`src/rtl/epp_host.sv`:
```
module epp_host #(
  parameter int CLK_MHZ = 50,
  parameter int TMO_US  = 10,
  parameter int DW      = 8,
  parameter int AW      = 3
) (
  input  logic          clk,
  input  logic          rst_n,
  input  logic          epp_en,
  input  logic [AW-1:0] hb_addr,
  input  logic          hb_wr,
  input  logic          hb_rd,
  input  logic [DW-1:0] hb_wdata,
  output logic [DW-1:0] hb_rdata,
  output logic          hb_wait,
  input  logic [DW-1:0] pd_in,
  output logic [DW-1:0] pd_out,
  output logic          pd_oe,
  output logic          n_write,
  output logic          n_dstb,
  output logic          n_astb,
  input  logic          n_wait,
  output logic          strobe_n,
  output logic          autofd_n,
  output logic          init_n
);
  localparam int TMO_CYC = CLK_MHZ * TMO_US;
  localparam int CW      = $clog2(TMO_CYC + 1);

  typedef enum logic [2:0] {S_IDLE, S_ARM, S_SETUP, S_STB, S_DONE} st_t;

  st_t           st;
  logic [DW-1:0] dat_q, ctl_q, cap_q;
  logic          tmo_q, cyc_wr, cyc_adr;
  logic [1:0]    wsync;
  logic [CW-1:0] cnt;

  wire wt       = wsync[1];
  wire req      = hb_wr | hb_rd;
  wire epp_port = epp_en && (hb_addr >= AW'(3));
  wire start    = req && epp_port && (st == S_IDLE);
  wire busy     = (st == S_ARM) || (st == S_SETUP) || (st == S_STB);
  wire ack      = (st == S_STB) && wt;
  wire abort    = busy && !ack && (cnt == CW'(TMO_CYC - 1));
  wire drive_ph = (st == S_SETUP) || (st == S_STB);
  wire wr_eff   = (cyc_wr && !ctl_q[5]) || ctl_q[0];
  wire reg_we   = hb_wr && !epp_port;

  always_ff @(posedge clk or negedge rst_n) begin
    if (!rst_n) wsync <= 2'b00;
    else        wsync <= {wsync[0], n_wait};
  end

  always_ff @(posedge clk or negedge rst_n) begin
    if (!rst_n) begin
      st      <= S_IDLE;
      cnt     <= '0;
      cyc_wr  <= 1'b0;
      cyc_adr <= 1'b0;
      cap_q   <= '0;
    end else begin
      if (busy) cnt <= cnt + CW'(1);
      if (ack || abort) cap_q <= pd_in;
      if (abort) st <= S_DONE;
      else begin
        case (st)
          S_IDLE: if (start) begin
            st      <= S_ARM;
            cnt     <= '0;
            cyc_wr  <= hb_wr;
            cyc_adr <= (hb_addr == AW'(3));
          end
          S_ARM:   if (!wt) st <= S_SETUP;
          S_SETUP: st <= S_STB;
          S_STB:   if (wt) st <= S_DONE;
          default: st <= S_IDLE;
        endcase
      end
    end
  end

  always_ff @(posedge clk or negedge rst_n) begin
    if (!rst_n) begin
      dat_q <= '0;
      ctl_q <= '0;
      tmo_q <= 1'b0;
    end else begin
      if (reg_we) begin
        case (hb_addr)
          AW'(0): dat_q <= hb_wdata;
          AW'(1): if (hb_wdata[0]) tmo_q <= 1'b0;
          AW'(2): ctl_q <= hb_wdata;
          default: ;
        endcase
      end
      if (start && hb_wr && !ctl_q[5]) dat_q <= hb_wdata;
      if (abort) tmo_q <= 1'b1;
    end
  end

  always_comb begin
    case (hb_addr)
      AW'(0):  hb_rdata = pd_in;
      AW'(1):  hb_rdata = {{(DW-1){1'b0}}, tmo_q};
      AW'(2):  hb_rdata = ctl_q;
      default: hb_rdata = epp_port ? cap_q : '0;
    endcase
  end

  assign hb_wait  = req && epp_port && (st != S_DONE);
  assign pd_out   = dat_q;
  assign pd_oe    = drive_ph ? wr_eff : !ctl_q[5];
  assign n_write  = !(drive_ph && wr_eff);
  assign n_dstb   = !((st == S_STB) && !cyc_adr);
  assign n_astb   = !((st == S_STB) && cyc_adr);
  assign strobe_n = !ctl_q[0];
  assign autofd_n = !ctl_q[1];
  assign init_n   = !ctl_q[2];
endmodule


```
`config.mk`:
```
export PLATFORM = sky130hd
export DESIGN_NAME = epp_host
export DESIGN_NICKNAME = d
export VERILOG_FILES = /design/src/rtl/epp_host.sv
export SDC_FILE = /design/constraint.sdc
export NUM_CORES = 1
export LEC_CHECK = 0
export BUFFER_PORTS_ARGS = -buffer_cell sky130_fd_sc_hd__clkbuf_2
export CAP_MARGIN = 25
export CORE_MARGIN = 2
export CORE_UTILIZATION = 50
export DETAILED_ROUTE_END_ITERATION = 10
export GPL_ROUTABILITY_DRIVEN = 0
export PLACE_DENSITY_LB_ADDON = 0.05
export SYNTH_ARGS = -nofsm -noshare
export SYNTH_HDL_FRONTEND = slang
export SYNTH_SLANG_ARGS = --single-unit
```
`constraint.sdc`:
```
create_clock -name clk -period 2.2 [get_ports clk]
set_input_delay 0.11 -clock clk [delete_from_list [all_inputs] [get_ports clk]]
set_output_delay 0.11 -clock clk [all_outputs]
set_load 0.02 [all_outputs]
```
### Word level (Yosys, flattened, before mapping)

Cells that the tools add are included.

* reductions and logical operators: 41
* equality and inequality tests: 11
* muxes and demuxes: 19
* order comparisons: 1
* add/sub/neg operators: 1
* bitwise logic cells: 2

Operators with widths (count)
* two-way mux 9 bit: 4
* two-way mux 8 bit: 4
* one-hot mux 8 bit (3 select lines): 1
* logical AND 1 bit: 14
* equality test 3 x 2 -> 1 bit, second input constant: 4
* two-way mux 3 bit: 4
* != test 3 bit, second input constant: 4
* one-hot mux 3 bit (4 select lines): 1
* zero test 1 bit: 10
* nonzero test 2 bit: 5
* adder 9 x 1 -> 9 bit, second input constant: 1
* equality test 9 bit, second input constant: 1
* AND reduction 3 bit: 3
* equality test 3 x 1 -> 1 bit, second input constant: 2
* zero test 3 bit: 2
* logical OR 1 bit: 5
* two-way mux 1 bit: 5
* AND reduction 2 bit: 2
* greater-or-equal comparator 3 x 2 -> 1 bit, second input constant: 1
* inverter 1 bit: 1
* OR 1 bit: 1

* register bits: 41
* input port bits: 25
* output and inout port bits: 24

### Longest topological paths before layout

Gate-level depths: netlist (run 1).

* depth in word-level cells: 8
* mapped depth: 6
* mapped depth without buffers: 5

### Worst setup path after synthesis (run 1)

No wires, ideal clock.

* kind: reg-to-reg
* from: register cnt[0]
* to: register cap_q[0]
* required time: 2075 ps
* stages on the path, launching flop included: 6
* period minus slack after synthesis: 1850 ps
* buffers on the path: 0
* arrival: 1725 ps
* slack: 350 ps
* cell sequence: dfrtp_1 -> ha_1 -> nand2b_1 -> or4_4 -> o21ai_4 -> mux2_2

* word-level cells in the longest chain between the ends: 3

Ends and longest elaborated chain
* start: declaration: RTL line 36 `logic [CW-1:0] cnt;`
* start signal: assignment: RTL line 62 `if (busy) cnt <= cnt + CW'(1);`
* equality test 9 bit: RTL line 44 `wire abort = busy && !ack && (cnt == CW'(TMO_CYC - 1));`
* logical AND 1 bit: RTL line 44
* logical OR 1 bit: RTL line 63 `if (ack || abort) cap_q <= pd_in;`
* end signal: assignment: RTL line 63
* end: declaration: RTL line 33 `logic [DW-1:0] dat_q, ctl_q, cap_q;`

No other way between the ends.
A chain may end at the register's enable or synchronous reset.

### Final worst setup path (run 1)

* from: register cnt[0]
* to: register cap_q[6]

Same word-level chain as after synthesis.

==> results.json, run 1 <==
{
  "n_fill_cell": 303,
  "clk_path_buf_depth": 2,
  "cp_max_fo": 9,
  "cts_root_buffer": "clkbuf_8",
  "cts-resized-gates": 0,
  "cts_tree": "done",
  "max_cap_violations": 0,
  "rows": 22,
  "wl_per_cell_um": 15.4,
  "grt_pass1_vias": 1573,
  "io_buffers": 48,
  "ios": 49,
  "worst_hold_path_type": "in2reg",
  "period_minus_slack_ns": 2.03,
  "power.density_nw_per_um2": 1240,
  "clk_latency_ns": 0.29,
  "dieArea_sq_um": 4450,
  "firstDrtPassIters": 4,
  "hold_violations": 0,
  "dp.final_hpwl_um": 3240,
  "die_x_um": 66.7,
  "syn_nets": 205,
  "nets": 263,
  "routed_via_density": 5.58,
  "start_util_pct": 52.9,
  "tightest_slew_ns": 0.687,
  "clock-sinks": 41,
  "ys_types": 39,
  "avgSynthCellArea_sq_um": 11.0,
  "synth_top_area_share_pct": 52.2,
  "cp-end-kind": "flip-flop",
  "grt_pass1_wl_um": 7220,
  "p_leak_nw": 1.13,
  "top_layer_used": "met4",
  "ys_ff_latch": 41,
  "cp-start-kind": "flip-flop",
  "syn_area_sq_um": 1970,
  "final_area_sq_um": 2420,
  "power_mw": 3.00,
  "rsz0062_at_grt": "false",
  "drc": 0,
  "m1WireLength_um": 1930,
  "status": "completed",
  "drt_wl_total_um": 4410,
  "antenna_left": 0,
  "critPathArrivalTime_ns": 2.21,
  "setup_viol": 0,
  "gr-usage-all-layers_pct": 22.3,
  "wl_met2_um": 2160,
  "path_cells": "ha_1 -> nand2b_1 -> or4_4 -> o21ai_4 -> mux2_2",
  "yosysWarnings": 0,
  "drive_above_1_share_pct": 38.2,
  "synth_top_area_cell": "dfrtp_1",
  "fin_util_pct": 65.2,
  "multi_input_area_sq_um": 901,
  "maxSlewViolCount": 0,
  "cpLargestDelayFamily": "simple AND/OR/NAND/NOR gates",
  "timing.slew.headroom_pct": 54.1,
  "antenna_found_initial": 0,
  "fp.dieH_um": 66.7,
  "irDropWorstVdd_uv": 744,
  "cpPeakStageDelay_ns": 0.53,
  "core_area_sq_um": 3720,
  "fin_crit_sh_pct": 92.2,
  "cts_buffers": 5,
  "post-cts-setup-buffer-count": 0,
  "grt-ovfl-total": 0,
  "syn_inst": 179,
  "max_freq_ghz": 0.493,
  "required_ns": 2.38,
  "grt_max_degree": 42,
  "fin_skew_ns": 0.00558,
  "wl_met3_um": 260,
  "worst-setup-path-type": "reg2reg",
  "seq_area_sq_um": 1030,
  "cp_num_buf_inv": 0,
  "area_growth_pct": 23.3,
  "ys_seq_area_share_pct": 52.2,
  "placed_cell_area_sq_um": 2290,
  "cts_htree_levels": 2,
  "totalNegativeSetupSlack_ns": 0,
  "diodes": 0,
  "drt_iter0_drc": 64,
  "slowest_stage": "or4_4",
  "yosys-top-cells-area": "dfrtp_1 52%, mux2_2 13%, o21ai_0 6.1%, mux2i_1 4.1%, nand2_1 3.8%",
  "route.vias.total": 1596,
  "cts.clk_slew.worst_paths_ns": 0.08
}
## timing repair
action                                  CTS  global route
hold buffers                              2             0
hold endpoints to repair                 42             0
endpoints found under the setup margin    0             0
## tightest hold or removal path, cell delays in order
cell and delay, ns:
clkbuf_2 0.08, nand2_1 0.04, o21ai_0 0.07
## area by class of cell
| cell class | instances | share of cell area [%] |
|---|---|---|
| Sequential cell | 41 | 42.3 |
| Clock inverter | 1 | 1.24 |
| Tap cell | 48 | 2.48 |
| Multi-Input combinational cell | 128 | 37.2 |
| Inverter | 6 | 0.929 |
| Timing Repair Buffer | 55 | 12.3 |
| Clock buffer | 7 | 3.56 |
## cell usage in the layout, fill, tap and decap left out, types with 2 or more instances in the layout
cell,instances
clkbuf_8,6
mux2i_1,8
o21ai_0,24
nand4_1,3
nand2_1,20
or2_2,2
clkbuf_2,48
nor2_1,10
nand2b_1,2
inv_1,6
xnor2_1,2
dlygate4sd3_1,2
and3_2,2
a31oi_1,2
mux2_2,22
buf_4,5
nand3_1,4
a21oi_1,4
dfrtp_1,41
nor2b_1,3
## per-stage QoR
step,hold slack [ns],std cells,setup WS (ns)
after global placement,0.197,276,0.256
after detailed placement,0.204,276,0.183
after floorplan,-0.186,179,0.350
after global routing,0.0502,286,0.102
after CTS,0.0459,286,0.169
final,0.0509,286,0.171
## kinds of logic after synthesis
family | Yosys count | share of synthesized area (%)
flops | 41 | 52.2
xor+xnor | 3 | 1.34
buf+inv | 10 | 1.97
simple gates | 55 | 15.1
fa+ha+maj | 1 | 0.636
mux | 30 | 16.7
compound gates | 39 | 12.1
## power by group
group	leakage, nW	switching (mW)	internal (mW)
registers	0.504	0.213	1.04
logic	0.571	0.634	0.493
clock network	0.0585	0.253	0.370
## flip-flops by register name (all words and copies together) (netlist names)
signal / count
wsync: 2
ctl_q: 8
cyc_adr: 1
st: 3
pd_out: 8
cnt: 9
cap_q: 8
cyc_wr: 1
tmo_q: 1
## layer usage
metal / vias to the layer above / GRT usage, %
met4: 0 / 7.91
met2: 61 / 37.8
li1: 752 / -
met3: 6 / 5.74
met5: - / 0
met1: 777 / 27.5
## worst paths after layout
kind | from | end | slack [ns] | cells past startpoint
setup / recovery | cnt[0] | cap_q[6] | 0.17 | 5
hold / removal | hb_wdata[1] | ctl_q[1] | 0.05 | 3
setup reg to reg | cnt[0] | cap_q[6] | 0.17 | 5
hold reg to reg | wsync[0] | wsync[1] | 0.36 | 0
max in group asynchronous | rst_n | ctl_q[3] | 1.43 | 3
min in group asynchronous | rst_n | cnt[3] | 0.42 | 3
## cell usage after synthesis
cell / count
a21oi_1: 4
a22o_1: 1
a31oi_1: 2
a32oi_1: 1
and2b_1: 1
and3_1: 1
and3_2: 2
and4_1: 1
buf_1: 1
buf_2: 1
clkbuf_1: 2
dfrtp_1: 41
ha_1: 1
inv_1: 6
mux2_2: 22
mux2i_1: 8
nand2_1: 20
nand2b_1: 2
nand3_1: 4
nand4_1: 3
nand4b_1: 1
nor2_1: 10
nor2b_1: 3
nor3_1: 1
nor4b_1: 1
nor4b_4: 1
o21ai_0: 24
o21ai_2: 1
o21ai_4: 1
o21ba_2: 1
o21bai_1: 1
o31a_1: 1
o31ai_1: 1
o41ai_1: 1
or2_2: 2
or3_1: 1
or4_4: 1
xnor2_1: 2
xor2_1: 1
(Power assumes the default switching activity.)
==> run 2: changes to the inputs <==
--- a/config.mk
+++ b/config.mk
@@ -6,11 +6,12 @@
 export NUM_CORES = 1
 export LEC_CHECK = 0
 export BUFFER_PORTS_ARGS = -buffer_cell sky130_fd_sc_hd__clkbuf_2
-export CAP_MARGIN = 25
+export CAP_MARGIN = 0
 export CORE_MARGIN = 2
 export CORE_UTILIZATION = 50
 export DETAILED_ROUTE_END_ITERATION = 10
 export GPL_ROUTABILITY_DRIVEN = 0
+export MAX_ROUTING_LAYER = met4
 export PLACE_DENSITY_LB_ADDON = 0.05
 export SYNTH_ARGS = -nofsm -noshare
 export SYNTH_HDL_FRONTEND = slang
==> results.json, run 2 (synthesis results as in run 1) <==
{
  "drive_above_1_share_pct": 38.2,
  "firstDrtPassIters": 4,
  "p_leak_nw": 1.13,
  "die_x_um": 66.7,
  "cts_buffers": 5,
  "cpPeakStageDelay_ns": 0.53,
  "largest_reg_flops": 9,
  "period_minus_slack_ns": 2.03,
  "top_layer_used": "met4",
  "grt_pass1_wl_um": 7220,
  "fin_crit_sh_pct": 92.2,
  "gr-usage-all-layers_pct": 22.9,
  "fin_skew_ns": 0.00565,
  "core_area_sq_um": 3720,
  "post-cts-setup-buffer-count": 0,
  "clock-sinks": 41,
  "p_comb_share_pct": 37.6,
  "grt_max_degree": 42,
  "p_int_mw": 1.90,
  "power_frac_seq_pct": 41.6,
  "path_cells": "ha_1 -> nand2b_1 -> or4_4 -> o21ai_4 -> mux2_2",
  "diodes": 0,
  "clk_latency_ns": 0.29,
  "hold_start": "hb_wdata[2]",
  "ios": 49,
  "totalNegativeSetupSlack_ns": 0,
  "rsz0062_at_grt": "false",
  "cts_tree": "done",
  "fin_ws_ns": 0.172,
  "start_util_pct": 52.9,
  "p_sw_mw": 1.10,
  "wl_met2_um": 2160,
  "preCtsSetupSlack_ns": 0.183,
  "wl_per_cell_um": 15.5,
  "dieArea_sq_um": 4450,
  "timing.slew.headroom_pct": 52.8,
  "switching_share_pct": 36.7,
  "dp.final_hpwl_um": 3240,
  "power_mw": 3.00,
  "cp-start-kind": "flip-flop",
  "grt_pass1_vias": 1574,
  "tightest_slew_ns": 0.707,
  "grt-ovfl-total": 0,
  "p_clk_share_pct": 20.7,
  "max_freq_ghz": 0.493,
  "cts.clk_slew.worst_paths_ns": 0.08,
  "fp.dieH_um": 66.7,
  "power.density_nw_per_um2": 1240,
  "clk_path_buf_depth": 2,
  "status": "completed",
  "routed_via_density": 5.58,
  "setup_viol": 0,
  "most-common-layout-cells": "48 x clkbuf_2, 41 x dfrtp_1, 24 x o21ai_0",
  "rows": 22,
  "required_ns": 2.38,
  "antenna_left": 0,
  "r2r-start": "cnt[0]",
  "critPathArrivalTime_ns": 2.21,
  "final_common_cell": "clkbuf_2",
  "regMostFlops": "cnt",
  "cpLargestDelayFamily": "simple AND/OR/NAND/NOR gates",
  "drt_iter0_drc": 51,
  "cts_root_buffer": "clkbuf_8",
  "worst_hold_path_type": "in2reg",
  "cp_max_fo": 9,
  "cp-end-kind": "flip-flop",
  "antenna_found_initial": 0,
  "cts-resized-gates": 0,
  "route.vias.total": 1596,
  "worst-setup-path-type": "reg2reg",
  "hold_violations": 0,
  "m1WireLength_um": 1960,
  "area_growth_pct": 23.3,
  "critPathLaunch": "cnt[0]",
  "irDropWorstVdd_uv": 743,
  "cts_htree_levels": 2,
  "nets": 263,
  "slowest_stage": "or4_4",
  "wl_met3_um": 233,
  "drc": 0,
  "cp_num_buf_inv": 0,
  "drt_wl_total_um": 4420,
  "max_cap_violations": 0,
  "maxSlewViolCount": 0,
  "io_buffers": 48
}
-- run 2: cell counts in the layout (fill, tap and decap cells not counted) --
No cell type changed its count.
-- run 2: per-layer routing --
metal	global-route usage, %	vias to the layer above
met1	27.7	783
met2	37.8	55
li1	-	752
met5	-	-
met3	5.57	6
met4	7.91	0
-- run 2: final timing paths --
path	to	slack [ns]	cells past startpoint
setup / recovery	cap_q[6]	0.17	5
hold / removal	ctl_q[2]	0.05	3
setup reg to reg	cap_q[6]	0.17	5
hold reg to reg	wsync[1]	0.36	0
max in group asynchronous	ctl_q[0]	1.43	3
min in group asynchronous	cnt[3]	0.42	3
-- run 2: worst register-to-register path: cells and delay by family, from the launching register on --
| kind | cells | cell delay, ns |
|---|---|---|
| compound gates | 1 | 0.30 |
| mux | 1 | 0.38 |
| fa+ha+maj | 1 | 0.22 |
| simple gates | 2 | 0.62 |
| flops | 1 | 0.40 |
-- run 2: timing repair --
action	4_1_cts	5_1_grt
hold buffers	2	0
hold endpoints to repair	42	0
endpoints found under the setup margin	0	0
-- run 2: final cells by class --
type,count,area [sq um]
fill,303,1290
sequential,41,1030
multi-input combinational,128,901
timing repair buffer,55,298
clock buffer,7,86.3
tap,48,60.1
clock inverter,1,30.0
inverter,6,22.5
-- run 2: through the flow --
step	instances	hold WS (ns)	utilization (%)	instance area, sq um
after floorplan	179	-0.186	-	1970
after global placement	276	0.197	61.5	2290
after detailed placement	276	0.204	61.5	2290
after CTS	286	0.0459	65.2	2420
after global routing	286	0.0503	65.2	2420
final	286	0.0512	65.2	2420
-- run 2: power groups by stage --
stage | Clock, mW | Combinational, mW | Sequential [mW]
detailed placement | 0 | 1.13 | 1.26
global route | 0.675 | 1.24 | 1.29
finish | 0.623 | 1.13 | 1.25
global placement | 0 | 1.09 | 1.24
floorplan | 0 | 0.696 | 1.30
CTS | 0.636 | 1.14 | 1.25
